`src/rtl/psram_pkg.sv`:
```
`timescale 1ns/1ps
package psram_pkg;

   typedef enum logic [1:0] {
      ST_IDLE,
      ST_RD,
      ST_WR,
      ST_GAP
   } ctrl_state_e;

   // whole clock cycles covering a minimum time, never less than one
   function automatic int unsigned ns_to_cyc(input int unsigned ns, input int unsigned period);
      int unsigned c;
      c = (ns + period - 1) / period;
      return (c == 0) ? 1 : c;
   endfunction

   function automatic int unsigned max2(input int unsigned a, input int unsigned b);
      return (a > b) ? a : b;
   endfunction

endpackage

```
`src/rtl/psram_beat_timer.sv`:
```
`timescale 1ns/1ps
module psram_beat_timer #(
   parameter int unsigned CNT_W = 4
) (
   input  logic             clk,
   input  logic             rst_n,
   input  logic             run,
   input  logic [CNT_W-1:0] beat_len,
   input  logic [CNT_W-1:0] low_len,
   output logic             low_phase,
   output logic             beat_end
);

   logic [CNT_W-1:0] cnt_q;

   assign beat_end  = run && (cnt_q == beat_len - CNT_W'(1));
   assign low_phase = run && (cnt_q < low_len);

   always_ff @(posedge clk or negedge rst_n) begin
      if (!rst_n)
         cnt_q <= '0;
      else if (!run || beat_end)
         cnt_q <= '0;
      else
         cnt_q <= cnt_q + CNT_W'(1);
   end

   // the position inside a word never passes the length chosen for it
   a_r5_cnt_in_beat: assert property (@(posedge clk) disable iff (!rst_n)
      run |-> (cnt_q < beat_len));

   // the strobe low phase is shorter than the word it sits in
   a_r6_low_shorter: assert property (@(posedge clk) disable iff (!rst_n)
      run |-> (low_len < beat_len));

endmodule

```
`src/rtl/psram_page_addr.sv`:
```
`timescale 1ns/1ps
module psram_page_addr #(
   parameter int unsigned ADDR_W = 23,
   parameter int unsigned PAGE_W = 3
) (
   input  logic              clk,
   input  logic              rst_n,
   input  logic              load,
   input  logic              advance,
   input  logic [ADDR_W-1:0] base,
   input  logic [PAGE_W-1:0] len,
   output logic [ADDR_W-1:0] word_addr,
   output logic              first,
   output logic              last
);

   localparam int unsigned HI_W = ADDR_W - PAGE_W;

   logic [HI_W-1:0]   hi_q;
   logic [PAGE_W-1:0] lo_q, idx_q, len_q;

   always_ff @(posedge clk or negedge rst_n) begin
      if (!rst_n) begin
         hi_q  <= '0;
         lo_q  <= '0;
         idx_q <= '0;
         len_q <= '0;
      end else if (load) begin
         hi_q  <= base[ADDR_W-1:PAGE_W];
         lo_q  <= base[PAGE_W-1:0];
         idx_q <= '0;
         len_q <= len;
      end else if (advance) begin
         lo_q  <= lo_q + PAGE_W'(1);
         idx_q <= idx_q + PAGE_W'(1);
      end
   end

   assign word_addr = {hi_q, lo_q};
   assign first     = (idx_q == '0);
   assign last      = (idx_q == len_q);

   // the sequencer never steps beyond the requested word count
   a_r4_idx_bound: assert property (@(posedge clk) disable iff (!rst_n)
      idx_q <= len_q);

endmodule

```
`src/rtl/psram_page_ctrl.sv`:
```
`timescale 1ns/1ps
module psram_page_ctrl
   import psram_pkg::*;
#(
   parameter int unsigned CLK_NS       = 8,
   parameter int unsigned ADDR_W       = 23,
   parameter int unsigned DATA_W       = 16,
   parameter int unsigned PAGE_W       = 3,
   parameter int unsigned T_RC_NS      = 70,
   parameter int unsigned T_PAGE_NS    = 25,
   parameter int unsigned T_WC_NS      = 70,
   parameter int unsigned T_WP_NS      = 50,
   parameter int unsigned T_DS_NS      = 30,
   parameter int unsigned T_PWC1_NS    = 70,
   parameter int unsigned T_PWC2_NS    = 30,
   parameter int unsigned T_WPPM_NS    = 15,
   parameter int unsigned T_WHP_NS     = 10,
   parameter int unsigned T_ACT_MAX_NS = 10000
) (
   input  logic                clk,
   input  logic                rst_n,
   input  logic                req_valid,
   output logic                req_ready,
   input  logic                req_write,
   input  logic [ADDR_W-1:0]   req_addr,
   input  logic [PAGE_W-1:0]   req_len,
   input  logic [DATA_W/8-1:0] req_be,
   input  logic [DATA_W-1:0]   req_wdata,
   output logic                wdata_take,
   output logic                rd_valid,
   output logic [DATA_W-1:0]   rd_data,
   output logic                mem_ce_n,
   output logic                mem_oe_n,
   output logic                mem_we_n,
   output logic                mem_lb_n,
   output logic                mem_ub_n,
   output logic [ADDR_W-1:0]   mem_addr,
   output logic [DATA_W-1:0]   mem_dq_out,
   output logic                mem_dq_oe,
   input  logic [DATA_W-1:0]   mem_dq_in
);

   localparam int unsigned LANES     = DATA_W / 8;
   localparam int unsigned BURST_MAX = 1 << PAGE_W;
   localparam int unsigned RC_C      = ns_to_cyc(T_RC_NS, CLK_NS);
   localparam int unsigned PAGE_C    = ns_to_cyc(T_PAGE_NS, CLK_NS);
   localparam int unsigned WP_C      = ns_to_cyc(T_WP_NS, CLK_NS);
   localparam int unsigned DS_C      = ns_to_cyc(T_DS_NS, CLK_NS);
   localparam int unsigned WPPM_C    = ns_to_cyc(T_WPPM_NS, CLK_NS);
   localparam int unsigned WHP_C     = ns_to_cyc(T_WHP_NS, CLK_NS);
   localparam int unsigned WF_C      = max2(max2(ns_to_cyc(T_WC_NS, CLK_NS),
                                                 ns_to_cyc(T_PWC1_NS, CLK_NS)), WP_C + WHP_C);
   localparam int unsigned WPG_C     = max2(ns_to_cyc(T_PWC2_NS, CLK_NS), WPPM_C + WHP_C);
   localparam int unsigned ACT_C     = ns_to_cyc(T_ACT_MAX_NS, CLK_NS);
   localparam int unsigned BEAT_MAX  = max2(max2(RC_C, PAGE_C), max2(WF_C, WPG_C));
   localparam int unsigned CNT_W     = $clog2(BEAT_MAX + 1);
   localparam int unsigned ACT_W     = $clog2(ACT_C + 1);
   localparam int unsigned RD_SPAN   = RC_C + (BURST_MAX - 1) * PAGE_C;
   localparam int unsigned WR_SPAN   = WF_C + (BURST_MAX - 1) * WPG_C;

   localparam logic [CNT_W-1:0] RC_L   = CNT_W'(RC_C);
   localparam logic [CNT_W-1:0] PAGE_L = CNT_W'(PAGE_C);
   localparam logic [CNT_W-1:0] WF_L   = CNT_W'(WF_C);
   localparam logic [CNT_W-1:0] WPG_L  = CNT_W'(WPG_C);
   localparam logic [CNT_W-1:0] WP_L   = CNT_W'(WP_C);
   localparam logic [CNT_W-1:0] WPPM_L = CNT_W'(WPPM_C);

   // elaboration-time parameter checks
   if (DATA_W != 16) begin : g_bad_width
      $error("psram_page_ctrl: the memory word must be 16 bits");
   end
   if (PAGE_W < 1 || PAGE_W > 4 || ADDR_W <= PAGE_W) begin : g_bad_page
      $error("psram_page_ctrl: page width out of range");
   end
   if (RD_SPAN >= ACT_C || WR_SPAN >= ACT_C) begin : g_bad_span
      $error("psram_page_ctrl: longest burst exceeds the active-time limit");
   end
   if (WP_C < DS_C) begin : g_bad_setup
      $error("psram_page_ctrl: write pulse shorter than data set-up");
   end

   ctrl_state_e        state_q, state_d;
   logic [LANES-1:0]   be_q, lane_n;
   logic [DATA_W-1:0]  wd_q, rd_q;
   logic               rdv_q;
   logic [ACT_W-1:0]   act_q;
   logic               in_rd, in_wr, run, accept, advance;
   logic               beat_end, low_phase, first, last;
   logic [CNT_W-1:0]   beat_len, low_len;
   logic [ADDR_W-1:0]  word_addr;

   assign in_rd   = (state_q == ST_RD);
   assign in_wr   = (state_q == ST_WR);
   assign run     = in_rd || in_wr;
   assign accept  = (state_q == ST_IDLE) && req_valid;
   assign advance = beat_end && !last;

   always_comb begin
      if (in_wr) begin
         beat_len = first ? WF_L : WPG_L;
         low_len  = first ? WP_L : WPPM_L;
      end else begin
         beat_len = first ? RC_L : PAGE_L;
         low_len  = '0;
      end
   end

   always_comb begin
      state_d = state_q;
      case (state_q)
         ST_IDLE: if (accept) state_d = req_write ? ST_WR : ST_RD;
         ST_RD,
         ST_WR:   if (beat_end && last) state_d = ST_GAP;
         ST_GAP:  state_d = ST_IDLE;
         default: state_d = ST_IDLE;
      endcase
   end

   assign wdata_take = (accept && req_write) || (in_wr && advance);

   always_ff @(posedge clk or negedge rst_n) begin
      if (!rst_n) begin
         state_q <= ST_IDLE;
         be_q    <= '0;
         wd_q    <= '0;
         rd_q    <= '0;
         rdv_q   <= 1'b0;
         act_q   <= '0;
      end else begin
         state_q <= state_d;
         if (accept)
            be_q <= req_be;
         if (wdata_take)
            wd_q <= req_wdata;
         rdv_q <= in_rd && beat_end;
         if (in_rd && beat_end)
            rd_q <= mem_dq_in;
         if (!run)
            act_q <= '0;
         else if (act_q != ACT_W'(ACT_C))
            act_q <= act_q + ACT_W'(1);
      end
   end

   psram_beat_timer #(
      .CNT_W (CNT_W)
   ) i_timer (
      .clk       (clk),
      .rst_n     (rst_n),
      .run       (run),
      .beat_len  (beat_len),
      .low_len   (low_len),
      .low_phase (low_phase),
      .beat_end  (beat_end)
   );

   psram_page_addr #(
      .ADDR_W (ADDR_W),
      .PAGE_W (PAGE_W)
   ) i_addr (
      .clk       (clk),
      .rst_n     (rst_n),
      .load      (accept),
      .advance   (advance),
      .base      (req_addr),
      .len       (req_len),
      .word_addr (word_addr),
      .first     (first),
      .last      (last)
   );

   for (genvar g = 0; g < LANES; g++) begin : g_lane
      assign lane_n[g] = !(run && be_q[g]);
   end

   assign req_ready  = (state_q == ST_IDLE);
   assign rd_valid   = rdv_q;
   assign rd_data    = rd_q;
   assign mem_ce_n   = !run;
   assign mem_oe_n   = !in_rd;
   assign mem_we_n   = !(in_wr && low_phase);
   assign mem_lb_n   = lane_n[0];
   assign mem_ub_n   = lane_n[LANES-1];
   assign mem_addr   = word_addr;
   assign mem_dq_out = wd_q;
   assign mem_dq_oe  = in_wr;

   // the memory output is never enabled while a write strobe is active
   a_r7_oe_off_in_write: assert property (@(posedge clk) disable iff (!rst_n)
      !mem_we_n |-> (mem_oe_n && mem_dq_oe));

   // a ready controller holds the memory deselected
   a_r2_ready_ce_high: assert property (@(posedge clk) disable iff (!rst_n)
      req_ready |-> mem_ce_n);

   // after a window the enable stays high for a second cycle
   a_r2_gap_after: assert property (@(posedge clk) disable iff (!rst_n)
      $rose(mem_ce_n) |=> mem_ce_n);

   // only the low address bits move inside one window
   a_r4_page_fixed: assert property (@(posedge clk) disable iff (!rst_n)
      (!mem_ce_n && $past(!mem_ce_n)) |->
      (mem_addr[ADDR_W-1:PAGE_W] == $past(mem_addr[ADDR_W-1:PAGE_W])));

   // lane strobes do not move inside a window
   a_r8_lanes_steady: assert property (@(posedge clk) disable iff (!rst_n)
      (!mem_ce_n && $past(!mem_ce_n)) |-> $stable({mem_lb_n, mem_ub_n}));

   // write data is steady while the strobe is low
   a_r9_data_steady: assert property (@(posedge clk) disable iff (!rst_n)
      (!mem_we_n && $past(!mem_we_n)) |-> $stable(mem_dq_out));

   // a read word is only returned after a read window cycle
   a_r3_valid_after_read: assert property (@(posedge clk) disable iff (!rst_n)
      rd_valid |-> $past(!mem_oe_n));

   // the active window stays under the device limit
   a_r10_active_bound: assert property (@(posedge clk) disable iff (!rst_n)
      act_q < ACT_W'(ACT_C));

endmodule

```
`config.mk`:
```
export PLATFORM = sky130hd
export DESIGN_NAME = psram_page_ctrl
export DESIGN_NICKNAME = d
export VERILOG_FILES = /design/src/rtl/psram_pkg.sv /design/src/rtl/psram_beat_timer.sv /design/src/rtl/psram_page_addr.sv /design/src/rtl/psram_page_ctrl.sv
export SDC_FILE = /design/constraint.sdc
export NUM_CORES = 1
export LEC_CHECK = 0
export BUFFER_PORTS_ARGS = -buffer_cell sky130_fd_sc_hd__buf_2
export CORE_UTILIZATION = 48
export DETAILED_ROUTE_END_ITERATION = 16
export PLACE_DENSITY = 0.8
export SYNTH_ARGS = -nofsm -noshare
export SYNTH_HDL_FRONTEND = slang
export SYNTH_HIERARCHICAL = 1
export SYNTH_SLANG_ARGS = --single-unit
```
`constraint.sdc`:
```
create_clock -name clk -period 3.8 [get_ports clk]
set_input_delay 0 -clock clk [delete_from_list [all_inputs] [get_ports clk]]
set_output_delay 0 -clock clk [all_outputs]
set_load 0.1 [all_outputs]
```
==> results.txt <==
post-route design area = 4639 sq um
wire length of the first global-routing pass = 13080 microns
area grow syn2layout = 47.20%
period utilization = 92.10%
post-CTS repair timing setup buffer count = 0
Pins Over Slew Limit = 0
share of flip-flops with an asynchronous set or reset after synthesis = 100.0%
number of violations reported at the end of detailed-routing iteration 0 = 77
Initial Util = 49.64%
number of nets in the layout = 494
crit path DAT = 3.50 ns
number of antenna repair diodes = 0
post-place setup slack = 0.5772 ns
post-detail-place hpwl = 4830 microns
antenna violations before repair = 0
final estimated routing congestion in global placement = 0.7080
post-synthesis instance area = 3152 sq um
Max FO, Critical Path = 17
max-capacitance violation count = 0
routed via count = 2511
via count of the first global-routing pass = 2790
accumulated negative setup slack = 0 ns
Congestion Overflow GR = 0
gate count after technology mapping = 222
slowest cell on the critical path = sky130_fd_sc_hd__dfrtp_1
mean post-synth cell area = 14.20 sq um
Layout Skew = 0.01193 ns
CTS H-Tree Depth = 3
final hold violations = 0
startpoint-to-endpoint class of the critical path = register to output port
CP max stage delay = 0.43 ns
largest net degree at the start of global routing = 41
number of top-level pins = 128
global-route total usage across every layer = 24.59%
slew at the pin with the worst max-slew slack = 0.9069 ns
cells along the critical path = inv_1, ha_1, nor2b_1, inv_1, ha_1, xor2_1, nand4_2, nor2_1, nor2b_4, a32o_1, buf_4, clkbuf_4
number of synthesized flops with an enable pin = 0
met3 Track Usage GR = 6.163%
CTS Buf Count = 9
Clk pin slew, worst setup/hold paths = 0.08 ns
detailed-routing iteration count for the pre-antenna-repair pass = 4
worst min-delay path class = input port to register
Vias per Instance = 5.032
most used cells in the layout excluding fill and tap cells = sky130_fd_sc_hd__buf_2, sky130_fd_sc_hd__dfrtp_1, sky130_fd_sc_hd__dlygate4sd3_1
final wirelength = 8091 microns
die extent in x = 83.03 microns
cell family with the largest share of critical-path delay = simple AND/OR/NAND/NOR gates
share of the yosys chip area belonging to registers = 55.58%
total of warnings raised by yosys = 6
master cell of the clock root buffer = sky130_fd_sc_hd__clkbuf_8
relative max-transition margin = 39.54%
layer with the highest usage after global routing = met2
met2 demand-to-capacity share in global routing = 43.67%
routed length per placed instance = 16.21 microns
remaining routing DRC violations = 0
unrepaired setup endpoints after global routing = no
count of unique library cells instantiated by Yosys = 32
element type at the critical path end = output port
TritonCTS clock tree = yes
fraction of final layout cells with drive strength greater than 1 = 49.53%
number of antenna-violating nets in the routed design = 0
Final min period = 3.500 ns
leading register cell type out of synthesis = sky130_fd_sc_hd__dfrtp_1
R2R Setup Slk = 0.55 ns
required time of the critical path = 3.80 ns
Die H = 83.03 microns
critical path launch point type = register
most frequent standard cell in the layout excluding fill and tap cells = sky130_fd_sc_hd__buf_2
total of buffers placed on input and output ports = 127
core area = 6350 sq um
clock sink total = 70
cell area after placement = 3830 sq um
Global Route met1 Usage = 27.10%
flip-flop and latch count after synthesis = 70
Final Worst Setup Slack = 0.3000 ns
CTS max path bufs = 2
source-to-sink clock delay at the later pin of the worst-skew pair = 0.34 ns
area of the die = 6894 sq um
count of buffer and inverter cells on the critical path = 4
standard-cell rows = 29
setup violators final = 0
maximum clock frequency = 285.7 MHz
outcome = complete, no violations
[metrics by stage]
stage	utilization [%]	hold slack (ns)	std cells
after global routing	73.06	0.05906	499
after CTS	73.02	0.03721	499
final	73.06	0.05618	499
after global placement	60.32	0.1588	423
after floorplan	-	-0.2956	224
after detailed placement	60.32	0.1675	423
[layout make-up]
type / count / area (sq um)
flip-flops and latches: 70 / 1752
fillers: 376 / 1710
repair buffers: 191 / 1271
multi-input cells: 130 / 1264
clock buffers: 10 / 137.6
well taps: 77 / 96.34
inverters: 16 / 60.06
clock inverters: 5 / 58.81
[sequential cells by signal, indices dropped and copies added, names as in the netlist]
| name | flops |
|---|---|
| i_addr/len_q | 3 |
| rd_data | 16 |
| i_addr/hi_q | 20 |
| be_q | 2 |
| rd_valid | 1 |
| i_timer/cnt_q | 4 |
| i_addr/idx_q | 3 |
| state_q | 2 |
| i_addr/lo_q | 3 |
| mem_dq_out | 16 |
[routing by layer]
layer	routed length, microns	share of wire (%)	vias to the layer above
met5	0	0	-
met1	3191	39	1244
met4	252	3.1	0
met2	4208	52	98
li1	-	-	1143
met3	438	5.4	26
[timing repair]
action,CTS,global route
hold endpoints to repair,99,0
resized for setup,0,1
setup endpoints to repair,0,1
hold buffers,61,0
[tightest hold or removal path: stages]
cell                      delay [ns]
sky130_fd_sc_hd__buf_2          0.13
sky130_fd_sc_hd__nand2_1        0.05
sky130_fd_sc_hd__nand2_1        0.06
sky130_fd_sc_hd__mux2_2         0.13
[synth_stat cells (2+ instances only)]
| cell | n | share of area, % |
|---|---|---|
| sky130_fd_sc_hd__a21o_1 | 2 | 0.48 |
| sky130_fd_sc_hd__and3_1 | 3 | 0.60 |
| sky130_fd_sc_hd__buf_6 | 7 | 2.5 |
| sky130_fd_sc_hd__dfrtp_1 | 70 | 56 |
| sky130_fd_sc_hd__ha_1 | 12 | 4.8 |
| sky130_fd_sc_hd__inv_1 | 16 | 1.9 |
| sky130_fd_sc_hd__mux2_2 | 48 | 17 |
| sky130_fd_sc_hd__mux2_4 | 11 | 5.2 |
| sky130_fd_sc_hd__mux2i_1 | 2 | 0.64 |
| sky130_fd_sc_hd__nand2_1 | 11 | 1.3 |
| sky130_fd_sc_hd__nand2b_1 | 2 | 0.40 |
| sky130_fd_sc_hd__nor2_1 | 3 | 0.36 |
| sky130_fd_sc_hd__nor2b_1 | 2 | 0.40 |
| sky130_fd_sc_hd__nor3_1 | 2 | 0.32 |
| sky130_fd_sc_hd__o21ai_0 | 3 | 0.48 |
| sky130_fd_sc_hd__xnor2_1 | 5 | 1.4 |
| sky130_fd_sc_hd__xor2_1 | 8 | 2.2 |
[cells by family (layout without fill, tap and decap cells)]
group | after synthesis | in the layout | synth area share [%]
flops | 70 | 70 | 55.58
simple gates | 30 | 30 | 5.597
compound gates | 11 | 11 | 2.739
buf+inv | 24 | 222 | 4.565
fa+ha+maj | 12 | 12 | 4.764
mux | 61 | 61 | 23.03
xor+xnor | 13 | 13 | 3.613
other cells | 1 | 3 | 0.1190
[final timing paths]
path	start	endpoint	depth (start not counted)
worst max-delay path	i_addr/idx_q[0]	wdata_take	12
worst min-delay path	req_write	state_q[1]	4
worst max register to register	i_addr/idx_q[0]	mem_dq_out[15]	12
worst min register to register	rd_data[4]	rd_data[4]	1
max in group asynchronous	rst_n	i_addr/len_q[0]	3
min in group asynchronous	rst_n	rd_data[6]	2
Power is not shown: default switching activity piles up to over one toggle a cycle in this logic, so the estimate is an artifact.
